==> src/rtl/cac_pkg.sv <==
package cac_pkg;
  // Encoding shared with move_dir: 00 back, 01 forward, 10 up, 11 down
  typedef enum logic [1:0] {
    STEP_BACK = 2'd0,
    STEP_FWD  = 2'd1,
    STEP_UP   = 2'd2,
    STEP_DOWN = 2'd3
  } step_op_e;
endpackage

==> src/rtl/cac_line_step.sv <==
module cac_line_step
  import cac_pkg::*;
#(
  parameter int ADDR_W    = 8,
  parameter int COLS_TWO  = 80,
  parameter int COLS_FOUR = 40
) (
  input  logic [ADDR_W-1:0] cur,
  input  logic              four_line,
  input  step_op_e          op,
  output logic [ADDR_W-1:0] nxt
);
  localparam int COL_W = ADDR_W - 1;
  localparam logic [COL_W-1:0] LAST_TWO  = COL_W'(COLS_TWO - 1);
  localparam logic [COL_W-1:0] LAST_FOUR = COL_W'(COLS_FOUR - 1);

  logic [1:0]       line, line_n;
  logic [COL_W-1:0] col, col_n, last;

  always_comb begin
    if (four_line) begin
      line = cur[ADDR_W-1 -: 2];
      col  = {1'b0, cur[ADDR_W-3:0]};
      last = LAST_FOUR;
    end else begin
      line = {1'b0, cur[ADDR_W-1]};
      col  = cur[COL_W-1:0];
      last = LAST_TWO;
    end
    line_n = line;
    col_n  = col;
    unique case (op)
      STEP_FWD: begin
        if (col >= last) begin
          col_n  = '0;
          line_n = line + 2'd1;
        end else begin
          col_n = col + 1'b1;
        end
      end
      STEP_BACK: begin
        if (col == '0) begin
          col_n  = last;
          line_n = line - 2'd1;
        end else begin
          col_n = col - 1'b1;
        end
      end
      STEP_UP:   line_n = line - 2'd1;
      STEP_DOWN: line_n = line + 2'd1;
      default:   line_n = line;
    endcase
    if (four_line) nxt = {line_n, col_n[ADDR_W-3:0]};
    else           nxt = {line_n[0], col_n};
  end
endmodule

==> src/rtl/cac_entry_reg.sv <==
module cac_entry_reg (
  input  logic clk,
  input  logic rst_n,
  input  logic cmd_clear,
  input  logic cmd_entry,
  input  logic entry_inc,
  input  logic entry_shift,
  output logic inc_q,
  output logic shift_q
);
  always_ff @(posedge clk or negedge rst_n) begin
    if (!rst_n) begin
      inc_q   <= 1'b1;
      shift_q <= 1'b0;
    end else if (cmd_clear) begin
      inc_q <= 1'b1;
    end else if (cmd_entry) begin
      inc_q   <= entry_inc;
      shift_q <= entry_shift;
    end
  end
endmodule

==> src/rtl/cac_shift_gen.sv <==
module cac_shift_gen (
  input  logic clk,
  input  logic rst_n,
  input  logic text_write,
  input  logic shift_opt,
  input  logic inc,
  input  logic cancel,
  output logic shift_req,
  output logic shift_left,
  output logic shift_clr
);
  logic fire;
  assign fire = text_write & shift_opt;

  always_ff @(posedge clk or negedge rst_n) begin
    if (!rst_n) begin
      shift_req  <= 1'b0;
      shift_left <= 1'b0;
      shift_clr  <= 1'b0;
    end else begin
      shift_req  <= fire;
      shift_left <= fire & inc;
      shift_clr  <= cancel;
    end
  end

  // without the scroll option no request may follow
  a_r6_opt_off_quiet: assert property (@(posedge clk) disable iff (!rst_n)
    !shift_opt |=> !shift_req);
endmodule

==> src/rtl/cursor_addr_ctr.sv <==
module cursor_addr_ctr
  import cac_pkg::*;
#(
  parameter int ADDR_W    = 8,
  parameter int CG_W      = 5,
  parameter int COLS_TWO  = 80,
  parameter int COLS_FOUR = 40
) (
  input  logic              clk,
  input  logic              rst_n,
  input  logic              four_line,
  input  logic              cmd_clear,
  input  logic              cmd_home,
  input  logic              cmd_cret,
  input  logic              cmd_entry,
  input  logic              entry_inc,
  input  logic              entry_shift,
  input  logic              cmd_move,
  input  logic [1:0]        move_dir,
  input  logic              cmd_dd_load,
  input  logic              cmd_cg_load,
  input  logic [ADDR_W-1:0] load_addr,
  input  logic              access_pulse,
  input  logic              access_write,
  output logic [ADDR_W-1:0] addr,
  output logic              cg_sel,
  output logic              shift_req,
  output logic              shift_left,
  output logic              shift_clr
);
  localparam int HI_W = ADDR_W - CG_W;
  localparam logic [ADDR_W-1:0] MASK_TWO  = {1'b1,  {(ADDR_W-1){1'b0}}};
  localparam logic [ADDR_W-1:0] MASK_FOUR = {2'b11, {(ADDR_W-2){1'b0}}};

  logic [ADDR_W-1:0] addr_q, addr_d, win_nxt;
  logic              cg_q, cg_d;
  logic              inc_q, shift_opt_q;
  logic              other_cmd, access_eff, cg_fwd;
  logic [CG_W-1:0]   cg_low_n;
  step_op_e          op;

  assign other_cmd  = cmd_clear | cmd_home | cmd_cret | cmd_entry |
                      cmd_move | cmd_dd_load | cmd_cg_load;
  assign access_eff = access_pulse & ~other_cmd;
  assign op         = cmd_move ? step_op_e'(move_dir)
                               : (inc_q ? STEP_FWD : STEP_BACK);
  assign cg_fwd     = cmd_move ? move_dir[0] : inc_q;
  assign cg_low_n   = cg_fwd ? addr_q[CG_W-1:0] + 1'b1
                             : addr_q[CG_W-1:0] - 1'b1;

  cac_line_step #(
    .ADDR_W(ADDR_W), .COLS_TWO(COLS_TWO), .COLS_FOUR(COLS_FOUR)
  ) u_step (
    .cur(addr_q), .four_line(four_line), .op(op), .nxt(win_nxt)
  );

  cac_entry_reg u_entry (
    .clk(clk), .rst_n(rst_n), .cmd_clear(cmd_clear), .cmd_entry(cmd_entry),
    .entry_inc(entry_inc), .entry_shift(entry_shift),
    .inc_q(inc_q), .shift_q(shift_opt_q)
  );

  cac_shift_gen u_shift (
    .clk(clk), .rst_n(rst_n),
    .text_write(access_eff & access_write & ~cg_q),
    .shift_opt(shift_opt_q), .inc(inc_q),
    .cancel(cmd_clear | cmd_home),
    .shift_req(shift_req), .shift_left(shift_left), .shift_clr(shift_clr)
  );

  always_comb begin
    addr_d = addr_q;
    cg_d   = cg_q;
    if (cmd_clear || cmd_home) begin
      addr_d = '0;
      cg_d   = 1'b0;
    end else if (cmd_cret) begin
      addr_d = addr_q & (four_line ? MASK_FOUR : MASK_TWO);
      cg_d   = 1'b0;
    end else if (cmd_dd_load) begin
      addr_d = load_addr;
      cg_d   = 1'b0;
    end else if (cmd_cg_load) begin
      addr_d = {{HI_W{1'b0}}, load_addr[CG_W-1:0]};
      cg_d   = 1'b1;
    end else if (cmd_move) begin
      if (!cg_q)             addr_d = win_nxt;
      else if (!move_dir[1]) addr_d = {{HI_W{1'b0}}, cg_low_n};
    end else if (access_eff) begin
      addr_d = cg_q ? {{HI_W{1'b0}}, cg_low_n} : win_nxt;
    end
  end

  always_ff @(posedge clk or negedge rst_n) begin
    if (!rst_n) begin
      addr_q <= '0;
      cg_q   <= 1'b0;
    end else begin
      addr_q <= addr_d;
      cg_q   <= cg_d;
    end
  end

  assign addr   = addr_q;
  assign cg_sel = cg_q;

  // Input contract: the decoder raises at most one strobe per cycle
  a_in_single_strobe: assert property (@(posedge clk) disable iff (!rst_n)
    $onehot0({cmd_clear, cmd_home, cmd_cret, cmd_entry, cmd_move,
              cmd_dd_load, cmd_cg_load, access_pulse}));

  a_r4_home: assert property (@(posedge clk) disable iff (!rst_n)
    cmd_home |=> (addr == '0) && !cg_sel && shift_clr);

  a_r11_clear: assert property (@(posedge clk) disable iff (!rst_n)
    cmd_clear |=> (addr == '0) && !cg_sel && shift_clr);

  a_r8_text_load: assert property (@(posedge clk) disable iff (!rst_n)
    cmd_dd_load |=> (addr == $past(load_addr)) && !cg_sel);

  a_r7_glyph_upper_zero: assert property (@(posedge clk) disable iff (!rst_n)
    cg_sel |-> (addr[ADDR_W-1:CG_W] == '0));

  a_r5_cret_two: assert property (@(posedge clk) disable iff (!rst_n)
    (cmd_cret && !four_line) |=>
      (addr[ADDR_W-2:0] == '0) && (addr[ADDR_W-1] == $past(addr[ADDR_W-1])) && !cg_sel);

  a_r5_cret_four: assert property (@(posedge clk) disable iff (!rst_n)
    (cmd_cret && four_line) |=>
      (addr[ADDR_W-3:0] == '0) && (addr[ADDR_W-1 -: 2] == $past(addr[ADDR_W-1 -: 2])) && !cg_sel);

  a_r6_read_no_scroll: assert property (@(posedge clk) disable iff (!rst_n)
    (access_pulse && !access_write) |=> !shift_req);

  a_r9_move_no_scroll: assert property (@(posedge clk) disable iff (!rst_n)
    cmd_move |=> !shift_req);

  a_r10_column_kept: assert property (@(posedge clk) disable iff (!rst_n)
    (cmd_move && move_dir[1] && !cg_sel && four_line) |=>
      (addr[ADDR_W-3:0] == $past(addr[ADDR_W-3:0])));
endmodule

==> config.mk <==
export PLATFORM = sky130hd
export DESIGN_NAME = cursor_addr_ctr
export DESIGN_NICKNAME = d
export VERILOG_FILES = /design/src/rtl/cac_pkg.sv /design/src/rtl/cac_line_step.sv /design/src/rtl/cac_entry_reg.sv /design/src/rtl/cac_shift_gen.sv /design/src/rtl/cursor_addr_ctr.sv
export SDC_FILE = /design/constraint.sdc
export NUM_CORES = 1
export LEC_CHECK = 0
export BUFFER_PORTS_ARGS = -buffer_cell sky130_fd_sc_hd__buf_4
export CAP_MARGIN = 10
export CORE_MARGIN = 1.5
export CORE_UTILIZATION = 38
export DETAILED_ROUTE_END_ITERATION = 12
export PLACE_DENSITY_LB_ADDON = 0.25
export SETUP_SLACK_MARGIN = 0.2
export SLEW_MARGIN = 5
export SYNTH_ARGS = -nofsm -noshare
export SYNTH_HDL_FRONTEND = slang
export SYNTH_SLANG_ARGS = --single-unit
==> constraint.sdc <==
create_clock -name clk -period 5.7 [get_ports clk]
set_input_delay 0 -clock clk [delete_from_list [all_inputs] [get_ports clk]]
set_output_delay 0 -clock clk [all_outputs]
set_load 0.05 [all_outputs]
# == Word level (Yosys, flattened, before mapping) ==
# Index checks and enable logic that the tools add are counted.
# op_classes
addsub,6
magnitude_cmp,1
n_eq_ne,4
muxes,30
bitwise_logic,15
n_reduce_logical,8
# op_table
op,n
8-bit two-way mux,10
7-bit two-way mux,5
7-bit case mux with 2 select lines,1
8-bit bitwise AND,1
1-bit two-way mux,8
2-bit two-way mux,4
2-bit case mux with 4 select lines,1
"7-bit by 1-bit adder with 7-bit output, second input constant",1
7-bit greater-or-equal comparator,1
7-bit zero test,1
"7-bit by 6-bit inequality test with 1-bit output, second input constant",1
"7-bit by 1-bit subtractor with 7-bit output, second input constant",1
1-bit OR,6
6-bit nonzero test,1
"5-bit by 1-bit adder with 5-bit output, second input constant",1
1-bit bitwise AND,5
5-bit two-way mux,1
"5-bit by 1-bit subtractor with 5-bit output, second input constant",1
"2-bit equality test, second input constant",2
2-bit AND reduction,2
4-bit nonzero test,1
1-bit inverter,3
"2-bit by 1-bit adder with 2-bit output, second input constant",1
"2-bit by 1-bit equality test with 1-bit output, second input constant",1
4 further kinds,4
# word_totals
register_bits,14
input_bits,24
out_inout_bits,12

# == Longest topological paths before layout ==
# depth
word_depth,14
mapped_depth,9
mapped_depth_nobuf,9

# == Cells and area by module ==
# From an unflattened synthesis, not the netlist that was laid out.
# hier_totals
hier_cells,192
hier_area_um2,1520.2
# modules_own_cells
mod,instances,cells_per_inst,area_per_inst_um2
cursor_addr_ctr,1,89,721.9
cac_line_step,1,92,614.3
cac_entry_reg,1,6,96.3
cac_shift_gen,1,5,87.6

# == Least setup slack after synthesis ==
# OpenSTA, ideal clock, no wires.
# synth_path
kind,register to register
start,reg addr_q[0] (netlist: addr[0])
end,reg addr_q[4] (netlist: addr[4])
setup_time_ps,82
arrival_ps,2230
t_required_ps,5618
path_slack_ps,3387
path_stages_with_launch,10
path_buffers,1
synth_period_minus_slack_ps,2313
cell_sequence,dfrtp_1 -> clkbuf_1 -> inv_1 -> fa_1 -> inv_1 -> a21o_1 -> a21oi_1 -> xnor2_1 -> a211o_1 -> o22ai_1
# synth_via
elab_chain_len,12
elab_cells_between_ends,21
# synth_lines
item,line_no,source
from (decl),cursor_addr_ctr.sv:35,"logic [ADDR_W-1:0] addr_q, addr_d, win_nxt;"
from (signal assigned),cursor_addr_ctr.sv:99,addr_q <= addr_d;
7-bit two-way mux,cac_line_step.sv:21,if (four_line) begin
7-bit by 1-bit subtractor with 7-bit output (tied with other cells),cac_line_step.sv:46,col_n = col - 1'b1;
7-bit two-way mux (on tied branches),"cac_line_step.sv:42, cac_line_step.sv:34",
7-bit case mux with 2 select lines,cac_line_step.sv:32,unique case (op)
8-bit two-way mux,cac_line_step.sv:53,"if (four_line) nxt = {line_n, col_n[ADDR_W-3:0]};"
8-bit two-way mux,cursor_addr_ctr.sv:90,"addr_d = cg_q ? {{HI_W{1'b0}}, cg_low_n} : win_nxt;"
8-bit two-way mux,cursor_addr_ctr.sv:89,end else if (access_eff) begin
8-bit two-way mux *,cursor_addr_ctr.sv:86,end else if (cmd_move) begin
8-bit two-way mux *,cursor_addr_ctr.sv:83,end else if (cmd_cg_load) begin
8-bit two-way mux *,cursor_addr_ctr.sv:80,end else if (cmd_dd_load) begin
8-bit two-way mux *,cursor_addr_ctr.sv:77,end else if (cmd_cret) begin
8-bit two-way mux *,cursor_addr_ctr.sv:74,if (cmd_clear || cmd_home) begin
# Mark *: on every way between the ends. The rest lies on a longest branch, timed or not. The select of a mux whose other input is x is not followed.
# A chain may end at the register's enable or synchronous reset.

# == Final worst setup path ==
# layout_path
start,reg addr_q[5] (netlist: addr[5])
end,reg addr_q[2] (netlist: addr[2])
# layout_via
elab_chain_len,12
elab_cells_between_ends,15
# layout_lines
item,line_no
7-bit two-way mux *,cac_line_step.sv:21
7-bit greater-or-equal comparator / 7-bit zero test (equally long branches),"cac_line_step.sv:34, cac_line_step.sv:42"
7-bit two-way mux (on tied branches),"cac_line_step.sv:34, cac_line_step.sv:42"
7-bit case mux with 2 select lines *,cac_line_step.sv:32
8-bit two-way mux *,cac_line_step.sv:53
8-bit two-way mux,cursor_addr_ctr.sv:90
8-bit two-way mux,cursor_addr_ctr.sv:89
8-bit two-way mux *,cursor_addr_ctr.sv:86
8-bit two-way mux *,cursor_addr_ctr.sv:83
8-bit two-way mux *,cursor_addr_ctr.sv:80
8-bit two-way mux *,cursor_addr_ctr.sv:77
8-bit two-way mux *,cursor_addr_ctr.sv:74
# Marks and branches as above.

==> results.yml <==
outcome:
  status: "finished clean"
sta:
  fmax_mhz: 434
  timing.final.crit_share: 0.405
  finClkSkew_ns: 0.00249
  setup_tns_ns: 0
  holdWs_ns: 0.0181
  hold_viol_final: 0
  period_minus_slack_ns: 2.31
  worst_pin_slew_ns: 0.647
  slew-limit-headroom: 0.567
  rsz0062_at_grt: "false"
  setup_violations: 0
  final_max_slew_viol_count: 0
clock_network:
  clk_pin_slew_ns: 0.06
  ctsHoldBuffers: 8
  htreeDepth: 1
  cts_root_buf: "clkbuf_8"
  clkSinkCount: 14
  cts_resized: 0
  numCtsBuffers: 3
  cts_setup_buffers: 0
  clk_latency_ns: 0.25
  clock_path_buffers: 2
  cts_tree: "done"
worst_setup_path:
  path_max_fanout: 11
  crit_required_ns: 5.89
  cp-start-kind: "register"
  worst_ep_arrival_time_ns: 2.49
  critPathCaptureType: "register"
  critPathKind: "register to register"
logic_synthesis:
  synth_edf_count: 0
  ys.warnings.count: 0
  synth-async-reset-ratio: 1.00
  synthesis.area_sq_mm: 0.00158
  syn_nets: 233
  synthCells: 200
  synth.avg_cell_area_sq_um: 7.89
  ys_ff_latch: 14
  ys_seq_area_frac: 0.223
  synth_ff_type: "dfrtp_1"
  yosysUniqueCellTypes: 58
final_layout:
  final_common_cell: "buf_4"
  nets: 268
  final_core_util: 0.493
  stdcell_area_sq_mm: 0.00197
  drive_gt1_frac: 0.222
  area_delta_synth_final_pct: 24.9
  mostFrequentLayoutCells: "35 x buf_4, 18 x nor2_1, 16 x nand2_1, 13 x dfrtp_1, 12 x inv_1"
  antenna_cells: 0
floorplanning:
  fp.dieW_um: 67.4
  die-area_sq_mm: 0.00455
  initial_core_util: 0.394
  core_sq_mm: 0.00400
  ios: 36
  die_h_um: 67.4
  rows: 23
pwr:
  leakage_nw: 0.884
  ir_worst_vdd_v: 0.0000872
  power.density_mw_per_mm2: 163
route:
  wl_per_cell_um: 16.2
  first_pass_iters: 4
  drt-initial-drc-count: 64
  vias: 1647
  postRouteAntennaNets: 0
  drc_errors: 0
  wl_mm: 4.59
  avgViaCountPerCell: 5.80
grt:
  antenna_found_initial: 0
  grt-ovfl-total: 0
  grt_usage: 0.219
  grt_max_degree: 15
  grt_pass1_vias: 1457
  grt_pass1_wl_mm: 7.42
placement:
  dpl_cell_area_sq_mm: 0.00184
  gp_congestion: 0.852
  portBuffers: 35
  dp_hpwl_mm: 3.44
hold_path:
  hold_class: "primary input to register"
job:
  drv_cap: 0
[path summary, 6_finish.rpt]
path                                       from                end  slack [ns]  depth (start not counted)
min in group asynchronous                 rst_n    u_entry.shift_q        0.15                          2
worst max-delay path                    addr[5]            addr[2]        3.39                          7
worst min-delay path               load_addr[3]            addr[3]        0.02                          3
worst min register to register  u_entry.shift_q  u_shift.shift_req        0.53                          2
worst max register to register          addr[5]            addr[2]        3.39                          7
max in group asynchronous                 rst_n      u_entry.inc_q        5.30                          2
[cells by family (layout without fill, tap and decap cells)]
family | count (synthesis) | after routing | synth area share
AOI/OAI and AO/OA | 69 | 69 | 0.321
and+or+nand+nor | 69 | 69 | 0.230
buffers and inverters | 26 | 60 | 0.0737
DFF | 14 | 14 | 0.223
xor gates and xnor gates | 10 | 10 | 0.0555
adders and majority gates | 9 | 9 | 0.0761
muxes | 3 | 3 | 0.0206
[metrics by stage]
step | instances | total power (W) | worst slack [ns]
2_1_floorplan | 200 | 0.000182 | 3.39
3_3_place_gp | 272 | 0.000216 | 3.43
3_5_place_dp | 272 | 0.000217 | 3.41
4_1_cts | 284 | 0.000323 | 3.40
5_1_grt | 284 | 0.000339 | 3.25
6_report | 284 | 0.000322 | 3.39
[state kept, by name, indices dropped and copies added (netlist names)]
name	cells
u_entry.shift_q	1
addr	8
u_entry.inc_q	1
u_shift.shift_left	1
u_shift.shift_req	1
u_shift.shift_clr	1
cg_sel	1
[cells in the mapped netlist (4+ instances only)]
cell      number  area [sq um]
nor3_1         7          35.0
a21oi_1       11          55.1
o21ai_0        4          20.0
nand3_1        6          30.0
nand2_1       16          60.1
nor2_1        18          67.6
nand2b_1       4          25.0
a32oi_1        4          35.0
o21ai_1        8          40.0
clkbuf_1       8          30.0
xor2_1         5          43.8
dfrtp_1       13           325
o22ai_1        5          31.3
inv_1         12          45.0
xnor2_1        5          43.8
ha_1           8           100
[critical path, cell delays in order (launching register included)]
cell,delay (ns)
dfrtp_1,0.59
ha_1,0.32
o21ai_1,0.16
o211ai_4,0.15
a21oi_2,0.36
a21oi_1,0.11
or3b_2,0.46
nand3_1,0.09
[final cells by class]
cell class / count / area [sq um]
clock buffers: 4 / 55.1
fillers: 402 / 2030
inverters: 13 / 48.8
multi-input cells: 160 / 1110
flip-flops and latches: 14 / 352
well taps: 50 / 62.6
repair buffers: 43 / 343
[per-layer routing]
metal | wire, um | global-route usage
met4 | 35 | 0.0612
met5 | 0 | 0
met2 | 2130 | 0.335
met3 | 228 | 0.0217
met1 | 2190 | 0.325
[where the power goes]
| group | internal, W | leakage (nW) | switching (W) | total [W] |
|---|---|---|---|---|
| clock | 0.0000613 | 0.0288 | 0.0000402 | 0.000101 |
| sequential | 0.000103 | 0.185 | 0.00000745 | 0.000111 |
| combinational | 0.0000475 | 0.671 | 0.0000621 | 0.000110 |
(Power assumes the default switching activity.)
